==> config.mk <==
export PLATFORM = sky130hd
export DESIGN_NAME = bidi_reg_xcvr
export DESIGN_NICKNAME = d
export VERILOG_FILES = /design/src/rtl/xcvr_pkg.sv /design/src/rtl/xcvr_rst_sync.sv /design/src/rtl/xcvr_lane.sv /design/src/rtl/bidi_reg_xcvr.sv
export SDC_FILE = /design/constraint.sdc
export NUM_CORES = 1
export LEC_CHECK = 0
export BUFFER_PORTS_ARGS = -buffer_cell sky130_fd_sc_hd__buf_2
export CAP_MARGIN = 20
export CORE_UTILIZATION = 45
export DETAILED_ROUTE_END_ITERATION = 12
export PLACE_DENSITY = 0.78
export REMOVE_ABC_BUFFERS = 1
export SYNTH_ARGS = -nofsm -noshare
export SYNTH_HDL_FRONTEND = slang
export SYNTH_SLANG_ARGS = --single-unit
==> constraint.sdc <==
create_clock -name clk -period 1.9 [get_ports clk]
set_clock_uncertainty 0.1 [all_clocks]
set_input_delay 0 -clock clk [delete_from_list [all_inputs] [get_ports clk]]
set_output_delay 0 -clock clk [all_outputs]
set_load 0.1 [all_outputs]
==> src/rtl/xcvr_pkg.sv <==
package xcvr_pkg;
  localparam int unsigned DATA_W = 18;
  localparam int unsigned NUM_DIR = 2;

  typedef struct packed {
    logic le;
    logic dclk;
    logic dce_n;
    logic oe_n;
  } lane_ctrl_t;
endpackage

==> src/rtl/xcvr_rst_sync.sv <==
module xcvr_rst_sync #(
  parameter int unsigned STAGES = 2
) (
  input  logic clk,
  input  logic rst_n,
  output logic rst_ok
);
  logic [STAGES-1:0] sync_q;
  logic [STAGES-1:0] sync_d;

  always_comb begin
    sync_d = {sync_q[STAGES-2:0], 1'b1};
  end

  always_ff @(posedge clk or negedge rst_n) begin
    if (!rst_n) sync_q <= '0;
    else        sync_q <= sync_d;
  end

  assign rst_ok = sync_q[STAGES-1];
endmodule

==> src/rtl/xcvr_lane.sv <==
module xcvr_lane
  import xcvr_pkg::*;
#(
  parameter int unsigned W = DATA_W
) (
  input  logic       clk,
  input  logic       rst_ok,
  input  logic [W-1:0] din,
  input  lane_ctrl_t ctl,
  output logic [W-1:0] dout,
  output logic [W-1:0] drv
);
  logic [W-1:0] store_q, store_d;
  logic         dclk_q;
  logic         live_q;
  logic         rise;
  logic         load_en;

  always_comb begin
    rise    = ctl.dclk & ~dclk_q;
    load_en = ctl.le | (rise & ~ctl.dce_n);
    store_d = store_q;
    if (load_en) store_d = din;
  end

  always_ff @(posedge clk or negedge rst_ok) begin
    if (!rst_ok) begin
      store_q <= '0;
      dclk_q  <= 1'b1;
      live_q  <= 1'b0;
    end else begin
      store_q <= store_d;
      dclk_q  <= ctl.dclk;
      live_q  <= 1'b1;
    end
  end

  assign dout = ctl.le ? din : store_q;
  assign drv  = {W{~ctl.oe_n & live_q}};

  assert_pass_load_R2: assert property (@(posedge clk) disable iff (!rst_ok)
    ctl.le |=> (store_q == $past(din)));

  assert_edge_load_R3: assert property (@(posedge clk) disable iff (!rst_ok)
    (!ctl.le && !ctl.dce_n && ctl.dclk && !dclk_q) |=> (dout == $past(din)));

  assert_gate_hold_R5: assert property (@(posedge clk) disable iff (!rst_ok)
    (!ctl.le && ctl.dce_n) |=> $stable(store_q));

  assert_level_hold_R4: assert property (@(posedge clk) disable iff (!rst_ok)
    (!ctl.le && ctl.dclk == dclk_q) |=> $stable(store_q));

  assert_drive_off_R7: assert property (@(posedge clk) disable iff (!rst_ok)
    ctl.oe_n |-> (drv == '0));
endmodule

==> src/rtl/bidi_reg_xcvr.sv <==
module bidi_reg_xcvr
  import xcvr_pkg::*;
#(
  parameter int unsigned W = DATA_W
) (
  input  logic         clk,
  input  logic         rst_n,
  input  logic [W-1:0] a_in,
  input  logic [W-1:0] b_in,
  input  logic         ab_oe_n,
  input  logic         ab_le,
  input  logic         ab_dclk,
  input  logic         ab_dce_n,
  input  logic         ba_oe_n,
  input  logic         ba_le,
  input  logic         ba_dclk,
  input  logic         ba_dce_n,
  output logic [W-1:0] b_out,
  output logic [W-1:0] b_drv,
  output logic [W-1:0] a_out,
  output logic [W-1:0] a_drv,
  output logic         bus_fight
);
  logic         rst_ok;
  logic [W-1:0] din_v  [NUM_DIR];
  logic [W-1:0] dout_v [NUM_DIR];
  logic [W-1:0] drv_v  [NUM_DIR];
  lane_ctrl_t   ctl_v  [NUM_DIR];

  xcvr_rst_sync #(.STAGES(2)) u_rst (
    .clk    (clk),
    .rst_n  (rst_n),
    .rst_ok (rst_ok)
  );

  assign din_v[0] = a_in;
  assign din_v[1] = b_in;
  assign ctl_v[0] = '{le: ab_le, dclk: ab_dclk, dce_n: ab_dce_n, oe_n: ab_oe_n};
  assign ctl_v[1] = '{le: ba_le, dclk: ba_dclk, dce_n: ba_dce_n, oe_n: ba_oe_n};

  for (genvar d = 0; d < NUM_DIR; d++) begin : g_lane
    xcvr_lane #(.W(W)) u_lane (
      .clk    (clk),
      .rst_ok (rst_ok),
      .din    (din_v[d]),
      .ctl    (ctl_v[d]),
      .dout   (dout_v[d]),
      .drv    (drv_v[d])
    );
  end

  assign b_out     = dout_v[0];
  assign b_drv     = drv_v[0];
  assign a_out     = dout_v[1];
  assign a_drv     = drv_v[1];
  assign bus_fight = (|drv_v[0]) & (|drv_v[1]);

  assert_fight_R9: assert property (@(posedge clk) disable iff (!rst_ok)
    bus_fight |-> (!ab_oe_n && !ba_oe_n));

  assert_lane_split_R1: assert property (@(posedge clk) disable iff (!rst_ok)
    (!ba_le && ba_dce_n) |=> $stable(a_out));
endmodule

# Word level (Yosys, flattened, before mapping)

Index checks and enable logic that the tools add are counted.

Mux-type cells: 2
Bitwise gates (word level): 15

Operator list:

| kind        | count |
|---|---|
| $mux 18     | 2 |
| $and 1x1->1 | 7 |
| $not 1->1   | 6 |
| $or 1x1->1  | 2 |

Flip-flop bits (word level): 41
Bits of input ports: 46
Output and inout port bits: 73
Logic and storage cells: 23

# Depth between registers and ports, before layout

Depth after elaboration: 4
Gate-level depth with buffers: 5
Depth with buffers taken out: 2

# Cells and area by module

A second synthesis with hierarchy kept.

Cells, all modules: 296
Area, all modules: 2,722.6 µm²

Modules (own cells, without submodules):

| module        | instances | cells each | area an instance (µm²) | seq. area each (µm²) |
|---|---|---|---|---|
| xcvr_lane     | 2         | 140        | 1,293.7                | 501.7 |
| bidi_reg_xcvr | 1         | 13         | 81.3                   | 0.0 |
| xcvr_rst_sync | 1         | 3          | 53.8                   | 50.0 |

# Worst setup path after synthesis

OpenSTA, ideal clock, no wires.

Path type: register -> output
Start point: register g_lane[1].u_lane.live_q
End point: output port bus_fight
Data arrival time: 3,739 ps
Required time: 1,800 ps
Slack: -1,939 ps
Stages on the path, launching flop included: 3
Buffers on the path: 0
Path through: dfrtp_1 -> nor2b_1 -> nor2b_1

Cells in the longest elaborated chain, start to end: 2
Elaborated cells between the ends (all ways): 3

Ends and longest elaborated chain:

| element                  | line                | source |
|---|---|---|
| start: declaration       | xcvr_lane.sv:15     | `logic live_q;` |
| start signal: assignment | xcvr_lane.sv:30     | `live_q <= 1'b0;` |
| start signal: assignment | xcvr_lane.sv:34     | `live_q <= 1'b1;` |
| $and 1x1->1              | -                   |  |
| named net b_drv[0]       | bidi_reg_xcvr.sv:19 | `output logic [W-1:0] b_drv,` |
| $and 1x1->1              | bidi_reg_xcvr.sv:56 | `assign bus_fight = (\|drv_v[0]) & (\|drv_v[1]);` |
| end: declaration         | bidi_reg_xcvr.sv:22 | `output logic bus_fight` |

The timed path passes the listed nets, and every way through them passes these cells.

# Worst setup path in the final report

Start point: register g_lane[1].u_lane.dclk_q
End point: register g_lane[1].u_lane.store_q[16]

Cells in the longest elaborated chain, start to end: 4

Ends and longest elaborated chain:

| element                  | line            | source |
|---|---|---|
| start: declaration       | xcvr_lane.sv:14 | `logic dclk_q;` |
| start signal: assignment | xcvr_lane.sv:33 | `dclk_q <= ctl.dclk;` |
| $not 1->1                | xcvr_lane.sv:20 | `rise = ctl.dclk & ~dclk_q;` |
| $and 1x1->1              | xcvr_lane.sv:20 |  |
| $and 1x1->1              | xcvr_lane.sv:21 | `load_en = ctl.le \| (rise & ~ctl.dce_n);` |
| $or 1x1->1               | xcvr_lane.sv:21 |  |
| end signal: assignment   | xcvr_lane.sv:32 | `store_q <= store_d;` |
| end: declaration         | xcvr_lane.sv:13 | `logic [W-1:0] store_q, store_d;` |

No other way between the ends.
A chain may end at the register's enable or synchronous reset.

==> reports/qor.txt <==
vias in the first global route: 2265
Final Cycle Share: 82.74%
GPL Wtd Cong: 0.7158
status: finished, final reports clean
Yosys cell types: 13
area grow syn2layout: 33.30%
Final Setup Violations: 0
peak supply drop: 0.4756 mV
CTS sink count: 41
most common cell after layout, fill and taps aside: buf_2
post-route minimum period: 1.572 ns
Horiz. Die Dim: 78.23 µm
Slew HR: 50.50%
largest net degree at the start of global routing: 37
leakage: 0.001716 µW
DRT Pass-1 Iters: 4
Max Cap Viol: 0
antenna viol nets, final: 0
vias per cell: 5.038
hold crit path type: reg -> async
Crit path largest cell delay: 0.67 ns
WP data required: 1.94 ns
Worst path slowest cell: nor3b_4
post_cts resized: 0
full die area: 0.006120 mm²
Post-Layout Cell Count: 472
Worst Max-Slew Pin Slew: 0.7418 ns
Synth warnings: 0
worst skew pair latency: 0.28 ns
initial core utilization: 47.20%
Startpoint Class: flop
CP Data Arrival Time: 1.61 ns
Clock transition at path regs: 0.07 ns
CP endpoint kind: flop
H-tree Lvls: 2
Max Slew Vio Count: 0
FF+latch count, synth: 41
Cell Rows: 27
Via Count: 2378
Syn Inst Count: 281
Total Wirelength: 6.285 mm
Placed Instances: 424
DRC: 0
GR Overflow Total: 0
final core utilization: 62.92%
Total Routing Usage GR: 21.14%
drt initial violations: 122
Fin. Hold Viols: 0
total CTS buffers: 5
Setup Crit Path Kind: reg -> reg
Post-DP HPWL: 3.950 mm
CTS tree: built
Routed wire per std cell: 13.32 µm
n_diodes: 0
setup TNS: 0 ns
Nets: 445
clk buf depth: 2
Die Ht: 78.23 µm
cells along the critical path: nor3b_4 -> o211ai_1
Final Power: 2930 µW
initial antenna violation count: 0
Synth Area per Inst: 9.306 µm²
Root Driver: clkbuf_8
sequential area share after synthesis: 39.33%
Buffers on Ports: 118
share of layout cells above drive strength 1: 33.50%
most frequent cells in the layout: 117 x buf_2, 72 x nand2_1, 40 x dlygate4sd3_1, 38 x dfrtp_1
Core ar.: 0.005540 mm²
RSZ-0062 raised after global routing: no
fmax: 0.6361 GHz
first-pass GRT wire length: 10.38 mm
I/O pins: 119
crit path max fanout: 19
Mapped Area: 0.002615 mm²
pwr/cell area: 840.5 mW/mm²
Setup Buffers After CTS: 0
## sequential cells by signal, summed over array words and instances, names as in the netlist
name                   count
g_lane.u_lane.store_q     36
g_lane.u_lane.live_q       1
g_lane.u_lane.dclk_q       2
u_rst.sync_q               2
## per-stage QoR
stage          area (µm²)  setup slack (ns)  hold WS, ns
2_1_floorplan        2263            -24.00      -0.3956
3_3_place_gp         3005            0.3375      -0.3128
3_5_place_dp         3005            0.3282      -0.3094
4_1_cts              3486            0.3101       0.1298
5_1_grt              3486            0.2235       0.1520
6_report             3486            0.3280       0.1129
## power by group
part | switching, µW | leakage [µW] | internal [µW]
clock | 283 | 0.0000395 | 261
sequential | 40.5 | 0.000488 | 959
combinational | 1100 | 0.00119 | 289
## kinds of logic after synthesis
family,Yosys count,share of synthesized area (%)
simple gates,149,36.60
buf+inv,54,13.59
flops,41,39.33
compound gates,36,10.33
other cells,1,0.1434
## worst paths after layout
| kind | startpoint | to | slack [ns] | cells after the start |
|---|---|---|---|---|
| hold / removal | u_rst.sync_q[1] | g_lane[1].u_lane.store_q[5] | 0.11 | 0 |
| setup reg to reg | g_lane[1].u_lane.dclk_q | g_lane[1].u_lane.store_q[16] | 0.33 | 2 |
| min in group clk | ab_le | g_lane[0].u_lane.store_q[7] | 0.16 | 3 |
| max in group asynchronous | u_rst.sync_q[1] | g_lane[1].u_lane.dclk_q | 0.98 | 1 |
| setup / recovery | g_lane[1].u_lane.dclk_q | g_lane[1].u_lane.store_q[16] | 0.33 | 2 |
| hold reg to reg | u_rst.sync_q[1] | g_lane[1].u_lane.store_q[5] | 0.11 | 0 |
## routing by layer
layer	up-vias	GRT usage [%]	wire, µm
li1	1182	-	-
met1	1107	26.84	2723
met2	83	36.40	3119
met3	6	5.000	393
met4	0	4.630	48
met5	-	0	0
## critical path: cells and delay by family (launching register included)
family           cells  cell delay (ns)
AND/OR/NAND/NOR      1             0.67
AO/OA/AOI/OAI        1             0.20
flip-flops           1             0.46
## Yosys cell counts
master / count / area (µm²)
nand2_1: 72 / 270.3
dfrtp_1: 39 / 975.9
nand2b_1: 36 / 225.2
nand4bb_1: 36 / 405.4
o211ai_1: 36 / 270.3
buf_4: 34 / 255.2
clkbuf_1: 10 / 37.54
buf_2: 8 / 40.04
nor2b_1: 3 / 18.77
buf_6: 2 / 22.52
dfstp_2: 2 / 52.55
nor3b_4: 2 / 37.54
conb_1: 1 / 3.750
## repair_timing
action / in CTS / in global routing
hold buffers: 40 / 0
setup endpoints to repair: 0 / 0
endpoints found under the hold margin: 40 / 0
## final cells by class
class                           count  area, µm²
Multi-Input combinational cell    187       1235
Sequential cell                    41       1030
Clock buffer                        8      80.08
Fill cell                         485       2054
Timing Repair Buffer              164       1051
Tap cell                           72      90.09
Power figures use the tool's default switching activity.
